===== config.mk =====
export PLATFORM = sky130hd
export DESIGN_NAME = pgen_channel
export DESIGN_NICKNAME = d
export VERILOG_FILES = /design/src/rtl/pgen_pkg.sv /design/src/rtl/pgen_regs.sv /design/src/rtl/pgen_start.sv /design/src/rtl/pgen_divider.sv /design/src/rtl/pgen_channel.sv
export SDC_FILE = /design/constraint.sdc
export NUM_CORES = 1
export LEC_CHECK = 0
export CORE_MARGIN = 2
export CORE_UTILIZATION = 37
export CTS_CLUSTER_SIZE = 40
export DETAILED_ROUTE_END_ITERATION = 16
export PLACE_DENSITY = 0.66
export SKIP_LAST_GASP = 1
export SYNTH_ARGS = -nofsm -noshare
export SYNTH_HDL_FRONTEND = slang
export SYNTH_SLANG_ARGS = --single-unit

===== constraint.sdc =====
create_clock -name clk -period 3.17 [get_ports clk]
set_clock_uncertainty 0.2 [all_clocks]
set_input_delay 0.7925 -clock clk [delete_from_list [all_inputs] [get_ports clk]]
set_output_delay 0.7925 -clock clk [all_outputs]
set_load 0.02 [all_outputs]

===== src/rtl/pgen_pkg.sv =====
package pgen_pkg;
  typedef enum logic [1:0] {
    REG_CMP_LO = 2'd0,
    REG_CMP_HI = 2'd1,
    REG_CTRL   = 2'd2,
    REG_LEN    = 2'd3
  } pgen_reg_e;

  localparam int CTRL_EN_BIT = 0;
endpackage


===== src/rtl/pgen_regs.sv =====
module pgen_regs
  import pgen_pkg::*;
#(
  parameter int DATA_W = 32,
  parameter int TIME_W = 64,
  parameter int LEN_W  = 32
) (
  input  logic              clk,
  input  logic              rst_n,
  input  logic              wr_en,
  input  logic [1:0]        wr_addr,
  input  logic [DATA_W-1:0] wr_data,
  output logic [TIME_W-1:0] cmp_val,
  output logic [LEN_W-1:0]  len_val,
  output logic              enable,
  output logic              rearm
);
  localparam int HI_W = TIME_W - DATA_W;

  logic [DATA_W-1:0] cmp_lo_q;
  logic [HI_W-1:0]   cmp_hi_q;
  logic [LEN_W-1:0]  len_q;
  logic              en_q;

  always_ff @(posedge clk) begin
    if (!rst_n) begin
      cmp_lo_q <= '0;
      cmp_hi_q <= '0;
      len_q    <= '0;
      en_q     <= 1'b0;
    end else if (wr_en) begin
      case (pgen_reg_e'(wr_addr))
        REG_CMP_LO: cmp_lo_q <= wr_data;
        REG_CMP_HI: cmp_hi_q <= wr_data[HI_W-1:0];
        REG_CTRL:   en_q     <= wr_data[CTRL_EN_BIT];
        REG_LEN:    len_q    <= wr_data[LEN_W-1:0];
        default:    ;
      endcase
    end
  end

  always_comb begin
    cmp_val = {cmp_hi_q, cmp_lo_q};
    len_val = len_q;
    enable  = en_q;
    rearm   = wr_en && (pgen_reg_e'(wr_addr) != REG_CTRL);
  end
endmodule


===== src/rtl/pgen_start.sv =====
module pgen_start #(
  parameter int TIME_W = 64,
  parameter int LEN_W  = 32
) (
  input  logic [TIME_W-1:0] time_ns,
  input  logic [TIME_W-1:0] cmp_val,
  input  logic [LEN_W-1:0]  len_val,
  input  logic              enable,
  output logic              start_hit
);
  always_comb begin
    start_hit = enable && (len_val != '0) && (time_ns >= cmp_val);
  end
endmodule


===== src/rtl/pgen_divider.sv =====
module pgen_divider #(
  parameter int LEN_W = 32
) (
  input  logic             clk,
  input  logic             rst_n,
  input  logic             rearm,
  input  logic             start_hit,
  input  logic             tick,
  input  logic [LEN_W-1:0] len_val,
  output logic             wave,
  output logic             running
);
  logic [LEN_W-1:0] half;
  logic [LEN_W-1:0] cnt_q;
  logic             wave_q;
  logic             run_q;

  always_comb begin
    half = len_val >> 1;
    if (half == '0) half = {{(LEN_W-1){1'b0}}, 1'b1};
  end

  always_ff @(posedge clk) begin
    if (!rst_n) begin
      run_q  <= 1'b0;
      wave_q <= 1'b0;
      cnt_q  <= '0;
    end else if (rearm) begin
      run_q  <= 1'b0;
      wave_q <= 1'b0;
    end else if (!run_q) begin
      if (start_hit) begin
        run_q  <= 1'b1;
        wave_q <= 1'b1;
        cnt_q  <= half;
      end
    end else if (tick) begin
      if (cnt_q <= 1) begin
        wave_q <= ~wave_q;
        cnt_q  <= half;
      end else begin
        cnt_q <= cnt_q - 1'b1;
      end
    end
  end

  assign wave    = wave_q;
  assign running = run_q;

  assert_rearm_clears_R6: assert property (@(posedge clk) disable iff (!rst_n)
    rearm |=> (!wave_q && !run_q));
  assert_hold_without_tick_R4: assert property (@(posedge clk) disable iff (!rst_n)
    (run_q && !tick && !rearm) |=> $stable(wave_q));
  assert_idle_low_R2: assert property (@(posedge clk) disable iff (!rst_n)
    !run_q |-> !wave_q);
endmodule


===== src/rtl/pgen_channel.sv =====
module pgen_channel #(
  parameter int DATA_W = 32,
  parameter int TIME_W = 64,
  parameter int LEN_W  = 32
) (
  input  logic              clk,
  input  logic              rst_n,
  input  logic              wr_en,
  input  logic [1:0]        wr_addr,
  input  logic [DATA_W-1:0] wr_data,
  input  logic [TIME_W-1:0] time_ns,
  input  logic              ref_tick,
  output logic              wave_out
);
  logic [TIME_W-1:0] cmp_val;
  logic [LEN_W-1:0]  len_val;
  logic              enable;
  logic              rearm;
  logic              start_hit;
  logic              wave_raw;
  logic              running;

  pgen_regs #(.DATA_W(DATA_W), .TIME_W(TIME_W), .LEN_W(LEN_W)) u_regs (
    .clk(clk), .rst_n(rst_n), .wr_en(wr_en), .wr_addr(wr_addr),
    .wr_data(wr_data), .cmp_val(cmp_val), .len_val(len_val),
    .enable(enable), .rearm(rearm)
  );

  pgen_start #(.TIME_W(TIME_W), .LEN_W(LEN_W)) u_start (
    .time_ns(time_ns), .cmp_val(cmp_val), .len_val(len_val),
    .enable(enable), .start_hit(start_hit)
  );

  pgen_divider #(.LEN_W(LEN_W)) u_div (
    .clk(clk), .rst_n(rst_n), .rearm(rearm), .start_hit(start_hit),
    .tick(ref_tick), .len_val(len_val), .wave(wave_raw), .running(running)
  );

  assign wave_out = wave_raw & enable;

  assert_gate_R7: assert property (@(posedge clk) disable iff (!rst_n)
    wave_out |-> (enable && (len_val != '0)));
  assert_start_R2: assert property (@(posedge clk) disable iff (!rst_n)
    (!running && start_hit && !rearm) |=> running);
  assert_len_zero_R5: assert property (@(posedge clk) disable iff (!rst_n)
    (len_val == '0) |-> !wave_out);
endmodule


==> results.yml, run 1 <==
worst_setup_path:
  crit_required_ps: 3280
  crit_start: "time_ns[17]"
  crit_type: "input port to flip-flop"
  critPathLaunchType: "input port"
  setup.worst_path.end_class: "flip-flop"
  r2r_start: "u_regs.cmp_lo_q[22]"
  crit_arrival_ps: 3220
  critPathMaxFanout: 2
  r2r_slack_ps: 210
min_path:
  holdCritStartpoint: "u_regs.cmp_hi_q[30]"
  hold_path.class: "flip-flop to flip-flop"
global_routing:
  grtUsageMet2_pct: 34.3
  grt_busiest_layer: "met2"
  grt_max_degree: 66
  antenna_found_initial: 0
  grtUsageTotal_pct: 19.9
  grt_pass1_wl_mm: 34.8
  grt_overflow: 0
  met1_usage_pct: 24.8
  grt_use_met3_pct: 4.32
  grt_pass1_vias: 7177
finish:
  fillCellCount: 1914
  drive_above_1_share_pct: 14.1
  syn_to_final_growth_pct: 36.8
  diodes: 0
  layoutNonFillerInstCount: 1402
  fin_util_pct: 51.5
  nNetsFinal: 1287
  postLayoutCellArea_um2: 10400
placement:
  dpl.hpwl_mm: 14.5
  placed_cell_area_um2: 9030
  port_buffers: 102
  dp.cells: 1353
  place_ws_ps: -664
  gp_congestion: 0.825
power_and_ir_drop:
  totalPowerFinal_mw: 4.61
  pwr_density_cell_nw_per_um2: 444
  power_leakage_nw: 3.95
  vdd_drop_max_uv: 411
timing:
  slew_headroom_pct: 58.1
  whs_ps: 259
  drv_slew: 0
  finalHoldViolCount: 0
  finalCriticalPeriod_ps: 3100
  fin_setup_tns_ps: 0
  fmax_ghz: 0.322
  rsz0062_at_grt: "yes"
  setup_viol: 0
  finalCritPeriodShare_pct: 97.9
  timing.final.ws_setup_ps: 66.4
  worstMarginPinSlew_ps: 628
clock_tree:
  cts_tree: "built"
  cts-root-buf: "clkbuf_16"
  cts_sinks: 131
  htreeDepth: 4
  clock_latency_ps: 430
  path_clk_slew_ps: 60
  cts_hold_buf: 0
  numCtsBuffers: 17
  clock_path_buffers: 2
synth:
  synth-seq-area-share_pct: 34.6
  synth_area_leaders: "dfxtp_1 35%, nand2_1 14%, ha_1 11%"
  syn_inst: 1003
  yosysUniqueCellTypes: 57
  syn_nets: 1171
  netlist_area_um2: 7590
  syn_avg_cell_area_um2: 7.57
  yosys_warnings: 0
  synth_top_area_share_pct: 34.6
  synth_seq_cells: 131
  dominantRegCellSynth: "dfxtp_1"
  synth_top_area_cell: "dfxtp_1"
  ys_async_sr_fraction_pct: 0
  synth-edff-count: 0
run_status:
  status: "finished clean"
detailed_routing:
  post-route-drc-count: 0
  wl_per_cell_um: 15.6
  drt-total-wl_mm: 21.9
  routed_via_density: 5.29
  drt-pass1-iter-count: 5
  drt_iter0_drc: 311
  detail-route-antenna-nets: 0
  num_vias: 7418
floorplanning:
  dieArea_um2: 21700
  die_w_um: 147
  floorplan.initialDensity_pct: 37.6
  die_h_um: 147
  coreArea_um2: 20200
  rows: 52
  ioPinCount: 103
run:
  max_cap_viol_count: 0
## registers in the layout (all words and copies together) (netlist names)
signal	flops
u_regs.cmp_hi_q	32
u_regs.enable	1
u_regs.len_val	32
u_div.running	1
u_regs.cmp_lo_q	32
u_div.wave	1
u_div.cnt_q	32
## path summary, 6_finish.rpt
path                    endpoint  cells after the start
max reg2reg      u_div.cnt_q[16]                     10
min reg2reg  u_regs.cmp_hi_q[30]                      2
min          u_regs.cmp_hi_q[30]                      2
max              u_div.cnt_q[16]                     10
## what timing repair did
action,CTS,global route
pin swaps,25,60
endpoints found under the setup margin,34,34
resized for setup,29,91
gates cloned,2,3
buffers inserted,8,7
## worst max-delay path: stages
cell	delay, ps
clkdlybuf4s15_1	200
ha_4	280
nand4_1	100
or4_4	560
o41ai_4	340
o211a_4	220
buf_6	100
nor3_4	30
or3_1	370
a32o_1	210
## cell usage in the layout, fill, tap and decap left out, types with 4 or more instances in the layout
master and count:
a21boi_0 97, a21o_1 6, a21oi_1 30, a21oi_2 8, and2_1 4, and3_1 5
buf_4 42, buf_6 5, bufinv_16 6, clkbuf_16 19, clkbuf_2 6, clkdlybuf4s50_1 67
clkinvlp_4 4, dfxtp_1 131, dlygate4sd2_1 4, dlymetal6s2s_1 21, ha_1 47, ha_4 17
inv_1 70, nand2_1 286, nand3_1 11, nand4_1 11, nor2_1 32, nor2_4 4
nor2b_1 6, nor3_1 12, nor4_1 9, o211ai_1 24, o21a_1 4, o21ai_0 21
o21ai_1 26, o22ai_1 5, o31ai_1 10, o41ai_1 6, or3_1 6, or4_1 4
## power by group
| group | internal, mW | total [mW] | switching (mW) |
|---|---|---|---|
| logic | 0.315 | 0.632 | 0.317 |
| clock network | 1.49 | 2.26 | 0.771 |
| registers | 1.69 | 1.72 | 0.0272 |
| total | 3.49 | 4.61 | 1.12 |
## synth_stat cells (2+ instances only)
library cell and n:
nor2b_1 6, inv_1 71, dfxtp_1 131, clkbuf_1 45, nand4_1 11, nand3_1 11, o21ai_0 25, nand3b_1 2
o31ai_1 10, o21a_1 4, mux2i_1 2, ha_1 66, a21oi_1 38, o21ai_1 25, or3_1 6, nand2_1 288
a21o_1 6, o41ai_1 8, buf_4 2, a41oi_1 2, o31ai_2 2, nor2_1 36, nor3_1 14, o22ai_1 5
buf_2 11, and2_1 4, a211oi_1 2, nand2b_1 4, and3_1 5, or4_1 5, a21boi_0 97, o211ai_1 24
nor4_1 10, or4_4 2
## final cells by class
type | instances | area, um2 | share of cell area (%)
Clock buffer | 18 | 439 | 4.23
Clock inverter | 14 | 234 | 2.25
Inverter | 71 | 269 | 2.59
Multi-Input combinational cell | 743 | 4910 | 47.3
Sequential cell | 131 | 2620 | 25.3
Tap cell | 270 | 338 | 3.25
Timing Repair Buffer | 155 | 1570 | 15.1
## cell families after synthesis
group,synth area share (%)
AND/OR/NAND/NOR,24.3
AO/OA/AOI/OAI,23.4
flip-flops,34.6
buffers and inverters,6.66
adder cells (fa/ha/maj),10.9
multiplexers,0.264
## metal layers
layer	vias up	part of all wire [%]	wire length, um
met5	-	0	0
met4	0	2.2	478
met3	34	4.6	1010
met2	184	48	10600
met1	3524	45	9790
li1	3676	-	-
Power figures use the tool's default switching activity.
==> run 2, diff against run 1 <==
--- a/config.mk
+++ b/config.mk
@@ -13,4 +13,6 @@
 export SKIP_LAST_GASP = 1
 export SYNTH_ARGS = -nofsm -noshare
 export SYNTH_HDL_FRONTEND = slang
+export SYNTH_HIERARCHICAL = 1
 export SYNTH_SLANG_ARGS = --single-unit
+export TNS_END_PERCENT = 30
==> run 2 against run 1 <==
Count of clock-buffer cells in the layout up 2. The run now ends with negative setup slack left. Sequential power barely moved. Power shrank 2.1%. Combinational power is 12% higher. Largest cell class unchanged. Highest routed layer unchanged. Flip-flop and latch count unchanged. Critical endpoint is now u_div/cnt_q[15]. Synthesized cell count down 12%.
==> results.yml, run 2 <==
floorplanning:
  die_h_um: 147
  ioPinCount: 103
  floorplan.initialDensity_pct: 37.5
  coreArea_um2: 20200
  dieArea_um2: 21600
  rows: 52
  die_w_um: 147
global_routing:
  grt_pass1_vias: 7163
  grt_overflow: 0
  grt_max_degree: 103
  grt_pass1_wl_mm: 36.1
  grtUsageTotal_pct: 20.8
  antenna_found_initial: 0
detailed_routing:
  post-route-drc-count: 0
  drt-met1-wl_mm: 9.78
  routed_via_density: 5.30
  route.met2.wl_mm: 10.4
  num_vias: 7022
  wl_met3_mm: 1.37
  wl_per_cell_um: 16.7
  drt_iter0_drc: 568
  top_layer: "met4"
  drt-total-wl_mm: 22.1
  drt-pass1-iter-count: 6
  detail-route-antenna-nets: 0
worst_setup_path:
  crit_type: "input port to flip-flop"
  critPathMaxFanout: 6
  crit_arrival_ps: 3900
  crit_required_ps: 3280
  critPathLaunchType: "input port"
  setup.worst_path.end_class: "flip-flop"
timing:
  finalCritPeriodShare_pct: 120
  rsz0062_at_grt: "yes"
  setup_viol: 33
  fmax_ghz: 0.264
  finalHoldViolCount: 0
  worstMarginPinSlew_ps: 988
  slew_headroom_pct: 33.9
  timing.final.ws_setup_ps: -619
  finalCriticalPeriod_ps: 3790
  fin_setup_tns_ps: -16000
  drv_slew: 0
synth:
  synth-seq-area-share_pct: 34.6
  netlist_area_um2: 7570
  dominantRegCellSynth: "dfxtp_1"
  netlist_top_cells_count: "174 x nand2_1, 131 x dfxtp_1, 101 x mux2i_1"
  synth_top_area_cell: "dfxtp_1"
  ys_async_sr_fraction_pct: 0
  yosysMostFrequentCell: "nand2_1"
  syn_inst: 878
  syn_nets: 1046
  yosysUniqueCellTypes: 70
  synth_seq_cells: 131
  synth-edff-count: 0
  yosys_warnings: 6
  syn_avg_cell_area_um2: 8.62
  synth_area_leaders: "dfxtp_1 35%, mux2i_1 13%, ha_1 11%"
  synth_top_area_share_pct: 34.6
finish:
  diodes: 0
  layout_common_cells: "170 x nand2_1, 131 x dfxtp_1, 101 x mux2i_1"
  nNetsFinal: 1209
  layoutNonFillerInstCount: 1324
  drive_above_1_share_pct: 16.9
  final_common_cell: "nand2_1"
  postLayoutCellArea_um2: 10300
  syn_to_final_growth_pct: 35.8
clock_tree:
  htreeDepth: 4
  cts-root-buf: "clkbuf_16"
  numCtsBuffers: 17
  clock_latency_ps: 420
  clock_path_buffers: 2
  path_clk_slew_ps: 60
  cts_sinks: 131
  cts_tree: "built"
power_and_ir_drop:
  power_leakage_nw: 4.36
  vdd_drop_max_uv: 442
  totalPowerFinal_mw: 4.51
  pwr_density_cell_nw_per_um2: 439
placement:
  placed_cell_area_um2: 9260
  port_buffers: 102
  dpl.hpwl_mm: 16.1
  dp.cells: 1276
  gp_congestion: 0.923
run_status:
  status: "complete, but fails checks"
  violations: "negative setup slack"
run:
  max_cap_viol_count: 0
min_path:
  hold_path.class: "flip-flop to flip-flop"
-- run 2: kinds of logic (layout without fill, tap and decap cells) --
logic type,Yosys count,in the layout,share of synthesized area (%)
xor+xnor,3,3,0.347
compound gates,144,145,12.9
simple gates,319,319,20.6
mux,101,101,13.4
flops,131,131,34.6
buf+inv,114,289,7.25
fa+ha+maj,66,66,10.9
-- run 2: per-layer routing --
| layer | vias to the layer above | track usage [%] |
|---|---|---|
| li1 | 3469 | - |
| met1 | 3300 | 26.6 |
| met2 | 220 | 34.6 |
| met3 | 33 | 4.84 |
| met4 | 0 | 7.36 |
| met5 | - | 0 |
-- run 2: power breakdown --
group | leakage, nW | internal, mW | switching, mW
clock network | 0.307 | 1.30 | 0.773
registers | 1.06 | 1.69 | 0.0332
logic | 2.99 | 0.347 | 0.362
total | 4.36 | 3.34 | 1.17
-- run 2: repair_timing --
action | 4_1_cts | 5_1_grt
buffers inserted | 11 | 3
endpoints found under the setup margin | 33 | 33
pin swaps | 36 | 21
hold buffers | 0 | 0
resized for setup | 68 | 32
cloned | 1 | 1
-- run 2: critical path, cell delays in order --
cell and delay, ps:
clkdlybuf4s50_1 410, ha_1 310, nand4_1 250, nor4_2 380, buf_4 170, nand2_1 50, o311ai_2 280, nand2b_1 210
a21o_4 280, buf_4 150, clkbuf_16 140, o21ai_0 160, o221ai_1 120, and2_1 200
-- run 2: final timing paths --
check             slack, ps                   to           startpoint  cells past startpoint
setup / recovery       -620      u_div/cnt_q[15]          time_ns[57]                     14
hold / removal          260  u_regs/cmp_lo_q[26]  u_regs/cmp_lo_q[26]                      2
setup reg to reg       -510      u_div/cnt_q[15]  u_regs/cmp_lo_q[13]                     15
hold reg to reg         260  u_regs/cmp_lo_q[26]  u_regs/cmp_lo_q[26]                      2
-- run 2: final cells by class --
class / instances / area [um2]
multi-input combinational: 634 / 4750
fill: 1885 / 9890
clock buffer: 20 / 467
tap: 270 / 338
sequential: 131 / 2620
timing repair buffer: 183 / 1680
inverter: 74 / 278
clock inverter: 12 / 153
-- run 2: per-stage QoR --
step | setup WS (ps) | util, % | hold WS [ps]
finish | -619 | 51.0 | 256
global route | -715 | 51.0 | 271
CTS | -621 | 50.0 | 258
detailed placement | -1360 | 45.9 | 247
global placement | -1310 | 45.9 | 245
floorplan | -593 | - | 235
